`config.mk`:
```
export PLATFORM = sky130hd
export DESIGN_NAME = fpsr_special_resolve
export DESIGN_NICKNAME = d
export VERILOG_FILES = /design/src/rtl/fpsr_pkg.sv /design/src/rtl/fpsr_classify.sv /design/src/rtl/fpsr_nan_pick.sv /design/src/rtl/fpsr_inf_resolve.sv /design/src/rtl/fpsr_special_resolve.sv
export SDC_FILE = /design/constraint.sdc
export NUM_CORES = 1
export LEC_CHECK = 0
export CORE_UTILIZATION = 45
export DETAILED_ROUTE_END_ITERATION = 6
export PLACE_DENSITY = 0.95
export SYNTH_ARGS = -nofsm -noshare
export SYNTH_HDL_FRONTEND = slang
export SYNTH_SLANG_ARGS = --single-unit
export TNS_END_PERCENT = 5
```
`constraint.sdc`:
```
create_clock -name vclk -period 14
set_input_delay 3.5 -clock vclk [all_inputs]
set_output_delay 3.5 -clock vclk [all_outputs]
set_load 0.005 [all_outputs]
```
`src/rtl/fpsr_pkg.sv`:
```
package fpsr_pkg;

  localparam int EXP_W   = 8;
  localparam int FRAC_W  = 23;
  localparam int DATA_W  = 1 + EXP_W + FRAC_W;
  localparam int QBIT    = FRAC_W - 1;
  localparam int NUM_OPS = 3;

  typedef enum logic [2:0] {
    FOP_ADD  = 3'd0,
    FOP_SUB  = 3'd1,
    FOP_MUL  = 3'd2,
    FOP_MADD = 3'd3,
    FOP_MSUB = 3'd4
  } fop_e;

  function automatic logic exp_all_ones(input logic [DATA_W-1:0] x);
    return &x[DATA_W-2 -: EXP_W];
  endfunction

  function automatic logic frac_nonzero(input logic [DATA_W-1:0] x);
    return |x[FRAC_W-1:0];
  endfunction

  function automatic logic is_nan(input logic [DATA_W-1:0] x);
    return exp_all_ones(x) & frac_nonzero(x);
  endfunction

  function automatic logic is_snan(input logic [DATA_W-1:0] x);
    return is_nan(x) & ~x[QBIT];
  endfunction

  function automatic logic is_inf(input logic [DATA_W-1:0] x);
    return exp_all_ones(x) & ~frac_nonzero(x);
  endfunction

  function automatic logic is_zero(input logic [DATA_W-1:0] x);
    return ~|x[DATA_W-2:0];
  endfunction

  function automatic logic [DATA_W-1:0] quieten(input logic [DATA_W-1:0] x);
    logic [DATA_W-1:0] y;
    y       = x;
    y[QBIT] = 1'b1;
    return y;
  endfunction

  function automatic logic [DATA_W-1:0] default_nan();
    logic [DATA_W-1:0] y;
    y                       = '0;
    y[DATA_W-2 -: EXP_W]    = '1;
    y[QBIT]                 = 1'b1;
    return y;
  endfunction

  function automatic logic [DATA_W-1:0] signed_inf(input logic s);
    logic [DATA_W-1:0] y;
    y                    = '0;
    y[DATA_W-1]          = s;
    y[DATA_W-2 -: EXP_W] = '1;
    return y;
  endfunction

endpackage

```
`src/rtl/fpsr_classify.sv`:
```
module fpsr_classify
  import fpsr_pkg::*;
(
  input  logic [DATA_W-1:0] val_i,
  output logic              nan_o,
  output logic              snan_o,
  output logic              inf_o,
  output logic              zero_o,
  output logic              sign_o
);
  assign nan_o  = is_nan(val_i);
  assign snan_o = is_snan(val_i);
  assign inf_o  = is_inf(val_i);
  assign zero_o = is_zero(val_i);
  assign sign_o = val_i[DATA_W-1];
endmodule

```
`src/rtl/fpsr_nan_pick.sv`:
```
module fpsr_nan_pick
  import fpsr_pkg::*;
(
  input  logic [DATA_W-1:0]  opnd_i [NUM_OPS],
  input  logic [NUM_OPS-1:0] nan_i,
  input  logic [NUM_OPS-1:0] snan_i,
  input  logic               three_op_i,
  input  logic               legacy_i,
  output logic               found_o,
  output logic               any_snan_o,
  output logic [DATA_W-1:0]  pick_o
);
  localparam int IDX_W = $clog2(NUM_OPS);

  logic [IDX_W-1:0]   ord [NUM_OPS];
  logic [NUM_OPS-1:0] live;

  // priority order per policy and operand count
  always_comb begin
    case ({three_op_i, legacy_i})
      2'b00:   begin ord[0] = 2'd1; ord[1] = 2'd0; ord[2] = 2'd2; end
      2'b01:   begin ord[0] = 2'd0; ord[1] = 2'd1; ord[2] = 2'd2; end
      2'b10:   begin ord[0] = 2'd0; ord[1] = 2'd2; ord[2] = 2'd1; end
      default: begin ord[0] = 2'd1; ord[1] = 2'd2; ord[2] = 2'd0; end
    endcase
  end

  always_comb begin
    live = '1;
    live[NUM_OPS-1] = three_op_i;
  end

  assign any_snan_o = |(snan_i & live);

  always_comb begin
    found_o = 1'b0;
    pick_o  = '0;
    for (int k = 0; k < NUM_OPS; k++) begin
      if (!found_o && nan_i[ord[k]] && live[ord[k]]) begin
        found_o = 1'b1;
        pick_o  = opnd_i[ord[k]];
      end
    end
  end
endmodule

```
`src/rtl/fpsr_inf_resolve.sv`:
```
module fpsr_inf_resolve
  import fpsr_pkg::*;
(
  input  logic [2:0]         op_i,
  input  logic [NUM_OPS-1:0] inf_i,
  input  logic [NUM_OPS-1:0] zero_i,
  input  logic [NUM_OPS-1:0] sign_i,
  output logic               inf_zero_o,
  output logic               inf_clash_o,
  output logic               inf_hit_o,
  output logic [DATA_W-1:0]  inf_val_o
);
  logic is_sub, is_mul, is_fused, negate_prod;
  logic b_eff_sign, prod_sign, prod_inf, two_inf_zero, fused_inf_zero;

  assign is_sub      = (op_i == FOP_SUB);
  assign is_mul      = (op_i == FOP_MUL);
  assign is_fused    = (op_i == FOP_MADD) || (op_i == FOP_MSUB);
  assign negate_prod = (op_i == FOP_MSUB);

  assign b_eff_sign     = sign_i[1] ^ is_sub;
  assign two_inf_zero   = (inf_i[0] & zero_i[1]) | (zero_i[0] & inf_i[1]);
  assign fused_inf_zero = (inf_i[1] & zero_i[2]) | (zero_i[1] & inf_i[2]);
  assign prod_inf       = inf_i[1] | inf_i[2];
  assign prod_sign      = sign_i[1] ^ sign_i[2] ^ negate_prod;

  always_comb begin
    inf_zero_o  = 1'b0;
    inf_clash_o = 1'b0;
    inf_hit_o   = 1'b0;
    inf_val_o   = '0;
    if (is_fused) begin
      if (fused_inf_zero) begin
        inf_zero_o = 1'b1;
      end else if (prod_inf && inf_i[0] && (sign_i[0] != prod_sign)) begin
        inf_clash_o = 1'b1;
      end else if (prod_inf) begin
        inf_hit_o = 1'b1;
        inf_val_o = signed_inf(prod_sign);
      end else if (inf_i[0]) begin
        inf_hit_o = 1'b1;
        inf_val_o = signed_inf(sign_i[0]);
      end
    end else if (is_mul) begin
      if (two_inf_zero) begin
        inf_zero_o = 1'b1;
      end else if (inf_i[0] || inf_i[1]) begin
        inf_hit_o = 1'b1;
        inf_val_o = signed_inf(sign_i[0] ^ sign_i[1]);
      end
    end else begin
      if (inf_i[0] && inf_i[1] && (sign_i[0] != b_eff_sign)) begin
        inf_clash_o = 1'b1;
      end else if (inf_i[0]) begin
        inf_hit_o = 1'b1;
        inf_val_o = signed_inf(sign_i[0]);
      end else if (inf_i[1]) begin
        inf_hit_o = 1'b1;
        inf_val_o = signed_inf(b_eff_sign);
      end
    end
  end
endmodule

```
`src/rtl/fpsr_special_resolve.sv`:
```
module fpsr_special_resolve
  import fpsr_pkg::*;
(
  input  logic [2:0]        op_i,
  input  logic              legacy_i,
  input  logic [DATA_W-1:0] opnd_a_i,
  input  logic [DATA_W-1:0] opnd_b_i,
  input  logic [DATA_W-1:0] opnd_c_i,
  output logic              bypass_o,
  output logic [DATA_W-1:0] result_o,
  output logic              invalid_o
);
  logic [DATA_W-1:0]  opnd [NUM_OPS];
  logic [NUM_OPS-1:0] nan_v, snan_v, inf_v, zero_v, sign_v;

  logic              op_valid_w, three_op_w;
  logic              any_nan_w, any_snan_w;
  logic [DATA_W-1:0] nan_pick_w;
  logic              inf_zero_w, inf_clash_w, inf_hit_w;
  logic [DATA_W-1:0] inf_val_w;

  assign opnd[0] = opnd_a_i;
  assign opnd[1] = opnd_b_i;
  assign opnd[2] = opnd_c_i;

  assign op_valid_w = (op_i <= FOP_MSUB);
  assign three_op_w = (op_i == FOP_MADD) || (op_i == FOP_MSUB);

  for (genvar g = 0; g < NUM_OPS; g++) begin : g_cls
    fpsr_classify u_cls (
      .val_i  (opnd[g]),
      .nan_o  (nan_v[g]),
      .snan_o (snan_v[g]),
      .inf_o  (inf_v[g]),
      .zero_o (zero_v[g]),
      .sign_o (sign_v[g])
    );
  end

  fpsr_nan_pick u_pick (
    .opnd_i     (opnd),
    .nan_i      (nan_v),
    .snan_i     (snan_v),
    .three_op_i (three_op_w),
    .legacy_i   (legacy_i),
    .found_o    (any_nan_w),
    .any_snan_o (any_snan_w),
    .pick_o     (nan_pick_w)
  );

  fpsr_inf_resolve u_inf (
    .op_i        (op_i),
    .inf_i       (inf_v),
    .zero_i      (zero_v),
    .sign_i      (sign_v),
    .inf_zero_o  (inf_zero_w),
    .inf_clash_o (inf_clash_w),
    .inf_hit_o   (inf_hit_w),
    .inf_val_o   (inf_val_w)
  );

  always_comb begin
    bypass_o  = 1'b0;
    result_o  = '0;
    invalid_o = 1'b0;
    if (op_valid_w) begin
      if (any_nan_w) begin
        bypass_o  = 1'b1;
        result_o  = legacy_i ? nan_pick_w : quieten(nan_pick_w);
        invalid_o = !legacy_i && (any_snan_w || inf_zero_w);
      end else if (inf_zero_w || inf_clash_w) begin
        bypass_o  = 1'b1;
        result_o  = default_nan();
        invalid_o = !legacy_i;
      end else if (inf_hit_w) begin
        bypass_o  = 1'b1;
        result_o  = inf_val_w;
      end
    end
  end
endmodule

```
# Yosys cells after proc, flatten, opt, wreduce, memory -nomap -nowiden
# Index checks and enable logic that the tools add are counted.
[totals] reg_bits=0 input_bits=100 out_inout_bits=34 word_cells=147
[classes] mux=71 n_eq_ne=8 reduce_logical=31 bitwise_logic=30 magnitude_cmp=7
[ops] op="32-bit two-way mux" n=24
[ops] op="32-bit binary-select mux with 2-bit select" n=3
[ops] op="31-bit OR reduction" n=3
[ops] op="23-bit OR reduction" n=3
[ops] op="1-bit two-way mux" n=36
[ops] op="8-bit AND reduction" n=3
[ops] op="23-bit two-way mux" n=1
[ops] op="5-bit case mux with 3 select lines" n=1
[ops] op="1-bit AND" n=13
[ops] op="1-bit binary-select mux with 2-bit select" n=6
[ops] op="1-bit logical AND" n=10
[ops] op="3-bit greater-or-equal comparator (second input constant)" n=3
[ops] op="3-bit by 2-bit == test with 1-bit output (second input constant)" n=2
[ops] op="1-bit zero test" n=6
[ops] op="2-bit by 3-bit less-than comparator with 1-bit output (second input constant)" n=2
[ops] op="1-bit inverter" n=6
[ops] op="2-bit inverter with 3-bit output" n=2
[ops] op="1-bit logical OR" n=4
[ops] op="1-bit bitwise XOR" n=4
[ops] op="3-bit AND" n=1
[ops] op="3-bit by 1-bit == test with 1-bit output (second input constant)" n=1
[ops] op="3-bit == test (second input constant)" n=1
[ops] op="3-bit <= comparator (second input constant)" n=1
[ops] op="1-bit by 3-bit less-than comparator with 1-bit output (second input constant)" n=1
[ops] op="7 further kinds" n=10

# Logic depth before layout (Yosys ltp)
[logic_depth] ltp_word=19 ltp_mapped=14 depth_no_buf=11

# Hierarchy
# A second synthesis with hierarchy kept.
[unflattened] cells_unflattened=607 area_unflattened_um2=4375.4
[modules_own_cells] mod="fpsr_nan_pick" instances=1 area_each_um2=2640.0 cells_each=351 seq_area_each_um2=0.0
[modules_own_cells] mod="fpsr_special_resolve" instances=1 area_each_um2=763.2 cells_each=121 seq_area_each_um2=0.0
[modules_own_cells] mod="fpsr_inf_resolve" instances=1 area_each_um2=536.8 cells_each=72 seq_area_each_um2=0.0
[modules_own_cells] mod="fpsr_classify" instances=3 area_each_um2=145.1 cells_each=21 seq_area_each_um2=0.0

# Worst setup path before layout
# Ideal clock, no wire load.
[synth_timing] path_type="input port to output port" from="in op_i[0]" to="out result_o[10]" cell_stages=14 required_ns=10.500 arrival_ns=5.940 path_buffers=4 path_slack_ns=4.560 cell_sequence="buf_2 > or3b_1 > nand2_2 > ha_1 > buf_2 > nor2_2 > and2_1 > buf_2 > nor2_1 > o22ai_1 > nor3b_2 > clkbuf_1 > a21oi_1 > a21oi_1"
[synth_via] elab_chain_cells=19 elab_cells_between_ends=76 cone_classes="order compare: 1; eq/ne: 8; mux: 50; bitwise: 5; reduce/logical: 12"
[synth_lines] item="from (decl)" line="fpsr_special_resolve.sv:4" rtl="input logic [2:0] op_i,"
[synth_lines] item="3-bit by 2-bit == test with 1-bit output / 3-bit == test (equally long branches)" line="fpsr_inf_resolve.sv:18, fpsr_special_resolve.sv:27, fpsr_inf_resolve.sv:19"
[synth_lines] item="1-bit logical OR" line="fpsr_inf_resolve.sv:18, fpsr_special_resolve.sv:27"
[synth_lines] item="2-bit == test (tied with other cells)" line="fpsr_nan_pick.sv:20" rtl="case ({three_op_i, legacy_i})"
[synth_lines] item="5-bit case mux with 3 select lines" line="fpsr_nan_pick.sv:20"
[synth_lines] item="1-bit binary-select mux with 2-bit select" line="fpsr_nan_pick.sv:39" rtl="if (!found_o && nan_i[ord[k]] && live[ord[k]]) begin"
[synth_lines] item="1-bit two-way mux (not written as such)" line="fpsr_nan_pick.sv:39"
[synth_lines] item="1-bit logical AND" line="fpsr_nan_pick.sv:39"
[synth_lines] item="1-bit two-way mux" line="fpsr_nan_pick.sv:39"
[synth_lines] item="1-bit zero test" line="fpsr_nan_pick.sv:39"
[synth_lines] item="1-bit logical AND (2 in a row)" line="fpsr_nan_pick.sv:39"
[synth_lines] item="1-bit two-way mux" line="fpsr_nan_pick.sv:39"
[synth_lines] item="1-bit zero test" line="fpsr_nan_pick.sv:39"
[synth_lines] item="1-bit logical AND (2 in a row)" line="fpsr_nan_pick.sv:39"
[synth_lines] item="32-bit two-way mux" line="fpsr_nan_pick.sv:39"
[synth_lines] item="23-bit two-way mux" line="fpsr_special_resolve.sv:69" rtl="result_o = legacy_i ? nan_pick_w : quieten(nan_pick_w);"
[synth_lines] item="32-bit two-way mux" line="fpsr_special_resolve.sv:67" rtl="if (any_nan_w) begin"
[synth_lines] item="32-bit two-way mux *" line="fpsr_special_resolve.sv:66" rtl="if (op_valid_w) begin"
[synth_lines] item="to (decl)" line="fpsr_special_resolve.sv:10" rtl="output logic [DATA_W-1:0] result_o,"
# Mark *: on every way between the ends. The rest lies on a longest branch, timed or not. The select of a mux whose other input is x is not followed.

# Worst setup path in the final report
[layout_timing] from="in op_i[2]" to="out result_o[31]"
[layout_via] elab_chain_cells=18 elab_cells_between_ends=78 cone_classes="order compare: 1; eq/ne: 8; mux: 52; bitwise: 5; reduce/logical: 12"
[layout_lines] item="3-bit by 2-bit == test with 1-bit output / 3-bit == test (equally long branches)" line="fpsr_inf_resolve.sv:18, fpsr_special_resolve.sv:27, fpsr_inf_resolve.sv:19"
[layout_lines] item="1-bit logical OR" line="fpsr_inf_resolve.sv:18, fpsr_special_resolve.sv:27"
[layout_lines] item="2-bit == test (tied with other cells)" line="fpsr_nan_pick.sv:20"
[layout_lines] item="5-bit case mux with 3 select lines" line="fpsr_nan_pick.sv:20"
[layout_lines] item="1-bit binary-select mux with 2-bit select" line="fpsr_nan_pick.sv:39"
[layout_lines] item="1-bit two-way mux (not written as such)" line="fpsr_nan_pick.sv:39"
[layout_lines] item="1-bit logical AND" line="fpsr_nan_pick.sv:39"
[layout_lines] item="1-bit two-way mux" line="fpsr_nan_pick.sv:39"
[layout_lines] item="1-bit zero test" line="fpsr_nan_pick.sv:39"
[layout_lines] item="1-bit logical AND (2 in a row)" line="fpsr_nan_pick.sv:39"
[layout_lines] item="1-bit two-way mux" line="fpsr_nan_pick.sv:39"
[layout_lines] item="1-bit zero test" line="fpsr_nan_pick.sv:39"
[layout_lines] item="1-bit logical AND (2 in a row)" line="fpsr_nan_pick.sv:39"
[layout_lines] item="32-bit two-way mux / 1-bit two-way mux (equally long branches)" line="fpsr_nan_pick.sv:39"
[layout_lines] item="32-bit two-way mux" line="fpsr_special_resolve.sv:67"
[layout_lines] item="32-bit two-way mux *" line="fpsr_special_resolve.sv:66"
# Marked as above.

==> out/metrics.yaml <==
outcome: "completed"
seqPwrFrac_pct: 0
hold_violations: 0
grt_usage_pct: 33.01
vias: 4115
grt_overflow: 0
period_share_pct: 84.63
drv_slew: 0
syn2layout_area_growth_pct: 48.05
yosys.cell_types.count: 57
seqCellArea_um2: 0
coreArea_mm2: 0.005921
setup-violations-final: 0
viasPerCell: 6.616
setup_total_negative_slack_ns: 0
switching_share_pct: 51.55
ant_nets: 0
wl_per_cell_um: 17.90
fin_nets: 653
holdPathEnd: "result_o[4]"
ys_seq_area_share_pct: 0
met2_usage_pct: 59.32
top_usage_layer: "met2"
relSlewSlack_pct: 28.83
rsz0062_at_grt: "false"
start_util_pct: 46.62
syn_area_mm2: 0.002760
drive_above_1_share_pct: 5.302
grt_pass1_wl_um: 17520
drv_cap: 0
syn_area_per_cell_um2: 6.259
min-delay-path-class: "in2out"
drtIter0Drc: 447
p_per_area_mw_per_mm2: 25.88
cts-resized-gates: 0
use_met3_pct: 5.000
arrival_ns: 8.35
yosysTopAreaCellShare_pct: 25.75
worstPathRequired_ns: 10.50
io_buffers: 134
grt_pass1_vias: 3907
die_x_um: 80.32
grt_max_degree: 30
antennaDiodeCount: 0
ir_drop_mv: 0.01594
dp_hpwl_um: 8251
fp.dieArea_mm2: 0.006451
drc: 0
synth_nets: 545
place_inst: 622
clock_buffers: 0
intPower_mw: 0.05124
yosys.area.top_type: "mux2i_1"
design.seq.count: 0
finalPower_mw: 0.1058
use_met1_pct: 38.53
start_kind: "input pin"
hp-start: "opnd_b_i[4]"
p_sw_mw: 0.05452
p_clk_share_pct: 0
pwr-share-comb_pct: 100.0
worstMarginPinSlew_ns: 1.064
fin_cells: 622
synth_area_leaders: "mux2i_1 (26%), nand2_1 (9.4%), a21oi_1 (9.1%)"
std_cell_rows: 28
crit_fanout: 29
netlist_instances: 441
io_pins: 134
leakagePower_nw: 1.308
antenna_found_initial: 0
routabilityCongestion: 0.9293
whs_path_depth: 6
cts_setup_buffers: 0
ctsHoldBuffers: 0
min_period_ns: 11.85
wl_um: 11140
filler_cell_count: 483
end_kind: "output pin"
path_class: "in2out"
max_freq_mhz: 84.40
yosys_warnings: 0
die_y_um: 80.32
drt_first_pass_iters: 5
## through the flow
stage                     cell area (um^2)  util (%)  worst slack [ns]  hold WS, ns
final                                 4086     69.02             2.152        8.186
after floorplan                       2760         -             4.560        7.029
after detailed placement              4086     69.02             2.237        8.166
after global routing                  4086     69.02             1.875        8.215
after global placement                4086     69.02             2.316        8.161
after CTS                             4086     69.02             2.231        8.168
## placed cells by master, fill, tap and decap left out, types with 3 or more instances in the layout
| cell type | count |
|---|---|
| o21ai_0 | 50 |
| nand3_1 | 3 |
| a211oi_1 | 3 |
| nand2_1 | 69 |
| ha_1 | 4 |
| inv_1 | 5 |
| nor3_1 | 10 |
| buf_4 | 7 |
| nor4_2 | 3 |
| nor4_1 | 21 |
| or2_2 | 5 |
| nor2b_1 | 3 |
| mux2i_1 | 71 |
| o21a_1 | 3 |
| nor2_1 | 37 |
| nand4_1 | 8 |
| a221oi_1 | 6 |
| xnor2_1 | 3 |
| a21oi_1 | 50 |
| clkdlybuf4s50_1 | 134 |
| o211ai_1 | 3 |
## cells in the mapped netlist, types with 2 or more instances
library cell	number
nand2_1	69
a21oi_1	50
or2_0	2
mux2_2	2
o21ai_1	2
nor2b_1	3
buf_1	3
o32ai_1	2
nor3_1	10
nand3b_1	2
o21a_1	3
nor3b_1	2
xnor2_1	3
o2111ai_1	2
nor4b_1	2
or4b_1	2
buf_6	2
nor2_1	37
buf_2	9
nand4b_1	2
ha_1	4
or4_1	2
or2_2	5
nor3_2	2
nand4_1	8
a32oi_1	2
inv_1	5
and2_1	2
nor4_1	21
nor4_2	3
a211oi_1	3
o211ai_1	3
mux2i_1	71
o21ai_0	50
o22ai_1	2
nand3_1	3
a2111oi_2	2
a221oi_1	6
clkbuf_1	20
## how the worst max path moves through the flow
| stage | depth (start not counted) | from | end |
|---|---|---|---|
| 6_report | 12 | op_i[2] | result_o[31] |
| 4_1_cts | 12 | op_i[2] | result_o[31] |
| 3_3_place_gp | 12 | op_i[2] | result_o[31] |
| 2_1_floorplan | 14 | op_i[0] | result_o[10] |
| 5_1_grt | 12 | op_i[2] | result_o[17] |
| 3_5_place_dp | 12 | op_i[2] | result_o[31] |
## logic make-up (layout without fill, tap and decap cells)
group,Yosys count,after routing,share of synthesized area [%]
AND/OR/NAND/NOR,185,185,34.32
buffers and inverters,40,146,6.528
multiplexers,73,73,26.56
adder cells (fa/ha/maj),4,4,1.813
XOR/XNOR,4,4,1.269
AO/OA/AOI/OAI,135,135,29.51
## routing by layer
layer	vias up	routed length, um
met3	54	1253
met2	295	5288
met4	0	363
met5	-	0
met1	1895	4231
li1	1871	-
## power by group through the flow
stage | combinational [mW] | clock [mW] | sequential (mW)
6_report | 0.106 | 0 | 0
5_1_grt | 0.113 | 0 | 0
2_1_floorplan | 0.0532 | 0 | 0
3_5_place_dp | 0.103 | 0 | 0
3_3_place_gp | 0.0992 | 0 | 0
4_1_cts | 0.103 | 0 | 0
## layout make-up
cell class         count  area [um^2]  area share (%)
inverters              5        18.77          0.4593
repair buffers       141         1394           34.11
multi-input cells    401         2580           63.14
well taps             75        93.84           2.296
## worst max-delay path, stage by stage
cell	delay (ns)
clkdlybuf4s50_1	0.69
or3b_1	0.44
nand2_2	0.12
ha_1	0.15
buf_4	0.41
or2_2	0.65
o2111ai_1	0.28
a221o_1	0.36
o211ai_2	0.83
a211oi_1	0.19
o32ai_2	0.16
clkdlybuf4s50_1	0.54
Power figures use the tool's default switching activity.
